File: src/rtl/swcfg_pkg.sv
// Shared constants and types for the switch override and reset controller.
// Assumes an 8-bit address space with byte-wide registers.
package swcfg_pkg;

    localparam int BYTE_W     = 8;
    localparam int FREQ_BYTES = 3;

    typedef logic [BYTE_W-1:0] byte_t;

    // Fixed register addresses; bank registers are interleaved from BANK_BASE.
    localparam byte_t A_ID        = 8'h00;
    localparam byte_t A_ARCH      = 8'h01;
    localparam byte_t A_PLAIN_RST = 8'h02;
    localparam byte_t A_SEQ       = 8'h03;
    localparam byte_t A_CLKEN     = 8'h04;
    localparam byte_t A_FREQ0     = 8'h05;
    localparam byte_t A_BANK_BASE = 8'h10;

    // Which configuration a reset pulse captures.
    typedef enum logic {
        SRC_PHYS   = 1'b0,
        SRC_MERGED = 1'b1
    } cfg_src_e;

endpackage

File: src/rtl/swcfg_regs.sv
// Register file: shadow and mask bytes per bank, sequencer bit, clock enable,
// frequency bytes and read-only identity bytes. Decodes the two reset triggers.
// Assumes single-cycle writes and a combinational read path.
module swcfg_regs
    import swcfg_pkg::*;
#(
    parameter int    NBANK      = 8,
    parameter byte_t ID_VALUE   = 8'hA7,
    parameter byte_t ARCH_VALUE = 8'h12,
    localparam int   CFG_W      = NBANK * BYTE_W,
    localparam int   FREQ_W     = FREQ_BYTES * BYTE_W
) (
    input  logic              clk,
    input  logic              rst_n,
    input  logic              wen,
    input  byte_t             addr,
    input  byte_t             wdata,
    output byte_t             rdata,
    output logic [CFG_W-1:0]  sw_flat,
    output logic [CFG_W-1:0]  en_flat,
    output logic [FREQ_W-1:0] freq_word,
    output logic              freq_apply,
    output logic              plain_trig,
    output logic              seq_trig
);

    byte_t sw_q   [NBANK];
    byte_t en_q   [NBANK];
    byte_t freq_q [FREQ_BYTES];
    logic  seq_q;
    logic  clken_q;

    // Per-bank shadow and mask storage with their own address decode.
    for (genvar g = 0; g < NBANK; g++) begin : g_bank
        localparam byte_t SW_ADDR = A_BANK_BASE + byte_t'(2 * g);
        localparam byte_t EN_ADDR = A_BANK_BASE + byte_t'(2 * g + 1);

        // Shadow byte register.
        always_ff @(posedge clk) begin
            if (!rst_n)                        sw_q[g] <= '0;
            else if (wen && addr == SW_ADDR)   sw_q[g] <= wdata;
        end

        // Mask byte register.
        always_ff @(posedge clk) begin
            if (!rst_n)                        en_q[g] <= '0;
            else if (wen && addr == EN_ADDR)   en_q[g] <= wdata;
        end

        assign sw_flat[g*BYTE_W +: BYTE_W] = sw_q[g];
        assign en_flat[g*BYTE_W +: BYTE_W] = en_q[g];
    end

    // Frequency word bytes; the lowest address is the most significant byte.
    for (genvar f = 0; f < FREQ_BYTES; f++) begin : g_freq
        localparam byte_t F_ADDR = A_FREQ0 + byte_t'(f);

        // Frequency byte register.
        always_ff @(posedge clk) begin
            if (!rst_n)                       freq_q[f] <= '0;
            else if (wen && addr == F_ADDR)   freq_q[f] <= wdata;
        end

        assign freq_word[FREQ_W-1-f*BYTE_W -: BYTE_W] = freq_q[f];
    end

    // Sequencer control bit and clock enable bit.
    always_ff @(posedge clk) begin
        if (!rst_n) begin
            seq_q   <= 1'b0;
            clken_q <= 1'b0;
        end else if (wen) begin
            if (addr == A_SEQ)   seq_q   <= wdata[0];
            if (addr == A_CLKEN) clken_q <= wdata[0];
        end
    end

    assign freq_apply = clken_q;

    // Trigger decode: any write to the plain reset address, or a 0->1 on seq.
    always_comb begin
        plain_trig = wen && (addr == A_PLAIN_RST);
        seq_trig   = wen && (addr == A_SEQ) && wdata[0] && !seq_q;
    end

    // Read mux; unmapped addresses return zero.
    always_comb begin
        rdata = '0;
        case (addr)
            A_ID:    rdata = ID_VALUE;
            A_ARCH:  rdata = ARCH_VALUE;
            A_SEQ:   rdata = {{(BYTE_W-1){1'b0}}, seq_q};
            A_CLKEN: rdata = {{(BYTE_W-1){1'b0}}, clken_q};
            default: rdata = '0;
        endcase
        for (int f = 0; f < FREQ_BYTES; f++) begin
            if (addr == A_FREQ0 + byte_t'(f)) rdata = freq_q[f];
        end
        for (int b = 0; b < NBANK; b++) begin
            if (addr == A_BANK_BASE + byte_t'(2 * b))     rdata = sw_q[b];
            if (addr == A_BANK_BASE + byte_t'(2 * b + 1)) rdata = en_q[b];
        end
    end

endmodule

File: src/rtl/swcfg_merge.sv
// Per-bit override mux: each effective bit takes the shadow bit when its mask
// bit is set, else the physical switch bit. Purely combinational.
module swcfg_merge #(
    parameter int CFG_W = 64
) (
    input  logic [CFG_W-1:0] phys,
    input  logic [CFG_W-1:0] shadow,
    input  logic [CFG_W-1:0] mask,
    output logic [CFG_W-1:0] merged
);

    // One select per configuration bit.
    for (genvar i = 0; i < CFG_W; i++) begin : g_bit
        assign merged[i] = mask[i] ? shadow[i] : phys[i];
    end

endmodule

File: src/rtl/swcfg_rstgen.sv
// Reset pulse generator: a trigger while idle starts a pulse of PULSE_LEN
// cycles, raises a one-cycle strobe and captures the chosen configuration.
// Triggers during an active pulse are dropped. Assumes at most one trigger
// per cycle.
module swcfg_rstgen
    import swcfg_pkg::*;
#(
    parameter int  CFG_W     = 64,
    parameter int  PULSE_LEN = 16,
    localparam int CNT_W     = $clog2(PULSE_LEN + 1)
) (
    input  logic             clk,
    input  logic             rst_n,
    input  logic             plain_trig,
    input  logic             seq_trig,
    input  logic [CFG_W-1:0] phys,
    input  logic [CFG_W-1:0] merged,
    output logic             pulse,
    output logic             strobe,
    output logic [CFG_W-1:0] latched
);

    logic [CNT_W-1:0] cnt_q;
    cfg_src_e         src;
    logic             start;

    // Pick the capture source and qualify the start with the idle state.
    always_comb begin
        src   = seq_trig ? SRC_MERGED : SRC_PHYS;
        start = (plain_trig || seq_trig) && !pulse;
    end

    // Pulse state and down-counter.
    always_ff @(posedge clk) begin
        if (!rst_n) begin
            pulse <= 1'b0;
            cnt_q <= '0;
        end else if (start) begin
            pulse <= 1'b1;
            cnt_q <= CNT_W'(PULSE_LEN - 1);
        end else if (pulse) begin
            if (cnt_q == '0) pulse <= 1'b0;
            else             cnt_q <= cnt_q - 1'b1;
        end
    end

    // Capture strobe and latched configuration at the start of a pulse.
    always_ff @(posedge clk) begin
        if (!rst_n) begin
            strobe  <= 1'b0;
            latched <= '0;
        end else begin
            strobe <= start;
            if (start) latched <= (src == SRC_MERGED) ? merged : phys;
        end
    end

endmodule

File: src/rtl/swcfg_ctrl.sv
// Top level: switch override register block with two board reset triggers
// and a clock frequency word. Byte bus writes are single-cycle; reads are
// combinational on bus_addr.
module swcfg_ctrl
    import swcfg_pkg::*;
#(
    parameter int    NBANK      = 8,
    parameter int    PULSE_LEN  = 16,
    parameter byte_t ID_VALUE   = 8'hA7,
    parameter byte_t ARCH_VALUE = 8'h12,
    localparam int   CFG_W      = NBANK * BYTE_W,
    localparam int   FREQ_W     = FREQ_BYTES * BYTE_W
) (
    input  logic              clk,
    input  logic              rst_n,
    input  logic              bus_wen,
    input  logic [7:0]        bus_addr,
    input  logic [7:0]        bus_wdata,
    output logic [7:0]        bus_rdata,
    input  logic [CFG_W-1:0]  phys_sw,
    output logic [CFG_W-1:0]  cfg_live,
    output logic [CFG_W-1:0]  cfg_latched,
    output logic              cfg_strobe,
    output logic              board_rst,
    output logic [FREQ_W-1:0] freq_word,
    output logic              freq_apply
);

    logic [CFG_W-1:0] sw_flat;
    logic [CFG_W-1:0] en_flat;
    logic             plain_trig;
    logic             seq_trig;

    swcfg_regs #(
        .NBANK      (NBANK),
        .ID_VALUE   (ID_VALUE),
        .ARCH_VALUE (ARCH_VALUE)
    ) u_regs (
        .clk        (clk),
        .rst_n      (rst_n),
        .wen        (bus_wen),
        .addr       (bus_addr),
        .wdata      (bus_wdata),
        .rdata      (bus_rdata),
        .sw_flat    (sw_flat),
        .en_flat    (en_flat),
        .freq_word  (freq_word),
        .freq_apply (freq_apply),
        .plain_trig (plain_trig),
        .seq_trig   (seq_trig)
    );

    swcfg_merge #(
        .CFG_W (CFG_W)
    ) u_merge (
        .phys   (phys_sw),
        .shadow (sw_flat),
        .mask   (en_flat),
        .merged (cfg_live)
    );

    swcfg_rstgen #(
        .CFG_W     (CFG_W),
        .PULSE_LEN (PULSE_LEN)
    ) u_rstgen (
        .clk        (clk),
        .rst_n      (rst_n),
        .plain_trig (plain_trig),
        .seq_trig   (seq_trig),
        .phys       (phys_sw),
        .merged     (cfg_live),
        .pulse      (board_rst),
        .strobe     (cfg_strobe),
        .latched    (cfg_latched)
    );

endmodule

File: config.mk
export PLATFORM = sky130hd
export DESIGN_NAME = swcfg_ctrl
export DESIGN_NICKNAME = d
export VERILOG_FILES = /design/src/rtl/swcfg_pkg.sv /design/src/rtl/swcfg_regs.sv /design/src/rtl/swcfg_merge.sv /design/src/rtl/swcfg_rstgen.sv /design/src/rtl/swcfg_ctrl.sv
export SDC_FILE = /design/constraint.sdc
export NUM_CORES = 1
export LEC_CHECK = 0
export BUFFER_PORTS_ARGS = -buffer_cell sky130_fd_sc_hd__clkbuf_2
export CORE_MARGIN = 4
export CORE_UTILIZATION = 50
export DETAILED_ROUTE_END_ITERATION = 6
export PLACE_DENSITY = 0.74
export SYNTH_ARGS = -nofsm -noshare
export SYNTH_HDL_FRONTEND = slang
export SYNTH_SLANG_ARGS = --single-unit
File: constraint.sdc
create_clock -name clk -period 4 [get_ports clk]
set_input_delay 0.2 -clock clk [delete_from_list [all_inputs] [get_ports clk]]
set_output_delay 0.2 -clock clk [all_outputs]
set_load 0.05 [all_outputs]
==> results.ini, run 1 <==
[synth]
ys_ff_latch=225
yosysUniqueCellTypes=66
synth_edf_count=152
synth_seq_area_share=0.501
synthArstFlopShare=0
syn_avg_cell_area_um2=10.3
synth_area_um2=12000
syn_inst=1164
synth_warnings=0
synth_nets=1249
synthFlopType=edfxtp_1

[sta]
min_period_ps=3120
fmax_mhz=321
worstMarginPinSlew_ps=1130
period_share=0.779
finalHoldViolations=0
setup_tns_ps=0
rsz0062_at_grt=false
final_max_slew_viol_count=0
fin_ws_ps=883
finClkSkew_ps=17.2
setup_viol=0
hold_ws_ps=15.3
slew_headroom=0.234

[worst_setup_path]
critPathKind=in -> out
crit_path_end_kind=primary output
worst_path_max_delay_cell=or4b_1
critPathMaxFanout=13
cp_data_required_time_ps=3800
critical_path.cell_chain=clkbuf_2 -> or4b_1 -> nor2_1 -> a221oi_1 -> o21a_1 -> o311a_1 -> o21ai_0 -> clkbuf_2
timing.rr.start=u_regs.seq_q$_SDFFE_PN0P_
slowest_delay_ps=820
crit_path_start_kind=input port
worstPathArrival_ps=2920
path_buf_inv=2
regToRegSetupSlack_ps=1640
crit_top_cell=clkbuf_2
crit_family=simple AND/OR/NAND/NOR gates
critPathLaunch=bus_addr[5]

[power_and_ir_drop]
leakagePower_nw=5.38
p_per_area_nw_per_um2=397
p_total_mw=5.74
ir_drop_mv=0.340

[cells_and_area]
nNetsFinal=1477
drive_above_1_share=0.290
final_common_cell=clkbuf_2
fin_cells=1730
syn2layout_area_growth_pct=20.2
fin_util=0.614
fill_cells=2007
fin_area_um2=14500
num_antenna_cells=0
final_cell_mix=245 x clkbuf_2, 155 x and2_1, 152 x edfxtp_1, 89 x nand2_1, 73 x dfxtp_1

[clock_tree]
clock_latency_ps=530
hold_buffers=0
cts_setup_buffers=0
cts_tree=yes
cts.path.max_buffers=3
cts.sinks=225
ctsResizeCount=0
htreeDepth=1
path_clk_slew_ps=60
cts_root_buf=clkbuf_16
cts_made_buffers=25

[grt]
grt-ovfl-total=0
antenna_found_initial=1
grt_max_degree=105
grtUsageTotal=0.295
grt_pass1_wl_um=60100
grt_pass1_vias=9868

[floorplan]
die_h_um=163
row_count=56
die_area_um2=26600
start_util=0.510
fp.dieW_um=163
io_pins=246
coreArea_um2=23500

[placed_design]
port_buffers=245
gp_congestion=0.967
dp_hpwl_um=28900
dp_slack_ps=968
post-place-cells=1684
place_area_um2=13600

[routing]
drtAntennaViolNets=0
wl_um=40500
avgRoutedWirePerCell_um=23.4
drc=0
drtIter0Drc=1268
vias=10321
first_pass_iters=6
routed_via_density=5.97

[job]
drv_cap=0

[min_path]
hp-class=in -> reg
worstHoldStart=phys_sw[40]

[status]
status=completed

==> area by class of cell <==
class	instances	area [um^2]	share of cell area
Multi-Input combinational cell	840	5560	0.385
Clock inverter	15	133	0.00918
Timing Repair Buffer	288	1570	0.109
Sequential cell	225	6030	0.417
Tap cell	319	399	0.0276
Clock buffer	31	711	0.0492
Inverter	12	45.0	0.00312
==> logic make-up (layout without fill, tap and decap cells) <==
logic type	Yosys count	count (layout)	synth area share
flops	225	225	0.501
mux	84	84	0.0782
fa+ha+maj	2	2	0.00208
simple gates	447	447	0.202
xor+xnor	3	3	0.00219
compound gates	304	304	0.177
buf+inv	99	346	0.0378
==> cell usage after synthesis (all sizes together) (12+ instances only) <==
cell      n  area [um^2]
and2    156          976
edfxtp  152         4560
nand2    89          334
dfxtp    73         1460
nand2b   71          444
a21boi   70          526
mux2     69          777
o211ai   69          518
nor2     58          220
clkbuf   52          195
o21ai    41          205
a21oi    37          189
buf      35          214
nand3    21          105
a22oi    16          120
mux2i    14          140
nor3     14         75.1
nor2b    13         81.3
inv      12         45.0
==> final timing paths <==
path | endpoint | cells past startpoint
setup reg to reg | u_rstgen.latched[42]$_SDFFE_PN0P_ | 6
hold reg to reg | u_rstgen.latched[8]$_SDFFE_PN0P_ | 2
setup / recovery | bus_rdata[1] | 8
hold / removal | u_rstgen.latched[40]$_SDFFE_PN0P_ | 3
==> state kept, by name, indices dropped and copies added (netlist names) <==
name,cells
u_rstgen.pulse,1
u_regs.freq_q,24
u_rstgen.latched,64
u_regs.sw_q,64
u_regs.freq_apply,1
u_rstgen.strobe,1
u_rstgen.cnt_q,5
u_regs.seq_q,1
u_regs.en_q,64
==> where the power goes <==
part / leakage, nW / switching, mW / internal, mW
sequential: 2.03 / 0.0824 / 2.56
combinational: 2.93 / 0.539 / 0.215
clock: 0.421 / 0.948 / 1.39
total: 5.38 / 1.57 / 4.17
==> per-layer routing <==
metal	up-vias	share of wire	GRT usage
met1	4952	0.41	0.411
met3	75	0.098	0.0603
met2	584	0.47	0.482
met5	-	0.00020	0
met4	2	0.020	0.0587
li1	4708	-	-
==> worst reg2reg max path, stage by stage, from the launching register on <==
cell      delay, ps
dfxtp_1         380
nand2b_1        190
nand2b_1        200
a21o_2          880
buf_4           430
nand2_1          80
a21boi_1        120
(Power assumes the default switching activity.)
==> inputs of run 2 (changes only) <==
clock period = 3.11 ns   (was 4 ns; I/O delays follow)
==> results.ini, run 2 (synthesized netlist as in run 1, its figures left out) <==
[sta]
setup_tns_ps=0  ; unchanged
rsz0062_at_grt=false
finClkSkew_ps=25.1  ; +7.86 ps
final_max_slew_viol_count=0  ; unchanged
setup_viol=0  ; unchanged
period_share=0.897
slew_headroom=0.360  ; +0.126
worstMarginPinSlew_ps=957  ; -176 ps
fmax_mhz=358
finalHoldViolations=0  ; unchanged
hold_ws_ps=7.45  ; -7.88 ps
min_period_ps=2790

[floorplan]
die_area_um2=26600  ; unchanged
die_h_um=163  ; unchanged
start_util=0.510  ; unchanged
row_count=56  ; unchanged
io_pins=246  ; unchanged
fp.dieW_um=163  ; unchanged
coreArea_um2=23500  ; unchanged

[cells_and_area]
drive_above_1_share=0.294  ; +0.00401
final_cell_mix=239 x clkbuf_2, 155 x and2_1, 152 x edfxtp_1, 89 x nand2_1, 73 x dfxtp_1
syn2layout_area_growth_pct=26.7
final_common_cell=clkbuf_2
fin_cells=1806  ; +4.4%
nNetsFinal=1553  ; +5.1%
largest_registers=u_regs.en_q x64, u_regs.sw_q x64, u_rstgen.latched x64
num_antenna_cells=0  ; unchanged
fin_area_um2=15200  ; +5.4%

[clock_tree]
path_clk_slew_ps=60  ; about the same
htreeDepth=1  ; unchanged
clock_latency_ps=530  ; about the same
hold_buffers=46  ; +46
cts_root_buf=clkbuf_16
cts_tree=yes
cts.sinks=225  ; unchanged
cts.path.max_buffers=3  ; unchanged
cts_setup_buffers=0  ; unchanged
cts_made_buffers=25  ; unchanged
ctsResizeCount=0  ; unchanged

[placed_design]
gp_congestion=1.08  ; +12%
place_area_um2=13900  ; +2.5%
dp_hpwl_um=30000  ; +3.8%
post-place-cells=1714  ; +1.8%
port_buffers=245  ; unchanged

[routing]
wl_um=42000  ; +3.7%
drc=0  ; unchanged
first_pass_iters=5  ; -1
vias=10795  ; +4.6%
drtAntennaViolNets=0  ; unchanged
avgRoutedWirePerCell_um=23.2  ; -0.65%
drtIter0Drc=1220  ; -3.8%
routed_via_density=5.98  ; +0.19%

[grt]
grt-ovfl-total=0  ; unchanged
grt_max_degree=70  ; -33%
grtUsageTotal=0.306  ; +0.0111
antenna_found_initial=0  ; -1
grt_pass1_vias=10317  ; +4.6%
grt_pass1_wl_um=62700  ; +4.3%

[status]
status=completed

[worst_setup_path]
worstPathArrival_ps=2640  ; -280 ps
cp_data_required_time_ps=2950  ; -850 ps
slowest_delay_ps=470  ; -350 ps
critical_path.cell_chain=clkbuf_2 -> buf_4 -> mux2_2 -> a22oi_1 -> nor2_1 -> o21a_1 -> a2111oi_0 -> o21ai_1 -> clkbuf_2
regToRegSetupSlack_ps=1240  ; -400 ps
crit_path_start_kind=input port
crit_top_cell=clkbuf_2
worst_path_max_delay_cell=clkbuf_2
critPathKind=in -> out
crit_family=buffers and inverters
crit_path_end_kind=primary output
critPathMaxFanout=28  ; +15
path_buf_inv=3  ; +1

[power_and_ir_drop]
leakagePower_nw=5.72  ; +6.4%
ir_drop_mv=0.392  ; +16%
p_per_area_nw_per_um2=486  ; +23%

[min_path]
hp-class=in -> reg

[job]
drv_cap=0  ; unchanged

-- run 2: cell type report --
class,count,area (um^2)
Clock buffer,29,651
Tap cell,319,399
Timing Repair Buffer,364,2370
Clock inverter,17,171
Inverter,12,45.0
Multi-Input combinational cell,840,5560
Sequential cell,225,6030
Fill cell,1932,8310
-- run 2: path summary, 6_finish.rpt --
path / startpoint / to / depth (start not counted)
setup reg to reg: u_regs.seq_q$_SDFFE_PN0P_ / u_rstgen.latched[25]$_SDFFE_PN0P_ / 6
hold / removal: phys_sw[28] / u_rstgen.latched[28]$_SDFFE_PN0P_ / 3
setup / recovery: bus_addr[1] / bus_rdata[5] / 9
hold reg to reg: u_rstgen.latched[3]$_SDFFE_PN0P_ / u_rstgen.latched[3]$_SDFFE_PN0P_ / 2
-- run 2: per-layer routing --
metal	vias to the layer above	part of all wire	GRT usage
met1	5144	0.41	0.431
met5	-	0	0
met2	690	0.46	0.493
met4	0	0.030	0.0865
li1	4853	-	-
met3	108	0.094	0.0487
-- run 2: through the flow --
stage	setup WS, ps	util	power, mW
5_1_grt	281	0.647	7.62
3_5_place_dp	431	0.592	4.45
6_report	319	0.647	7.41
4_1_cts	415	0.647	7.42
2_1_floorplan	134	-	4.04
3_3_place_gp	468	0.592	4.45
-- run 2: worst reg2reg max path: stages, from the launching register on --
cell and delay, ps:
dfxtp_1 350, nand2b_1 200, nand2b_1 290, a21oi_4 230, buf_12 300, o211ai_1 240, a21boi_1 170
-- run 2: power breakdown --
part,leakage (nW),internal [mW],switching (mW)
sequential,2.03,3.30,0.109
clock,0.398,1.75,1.20
combinational,3.29,0.341,0.708
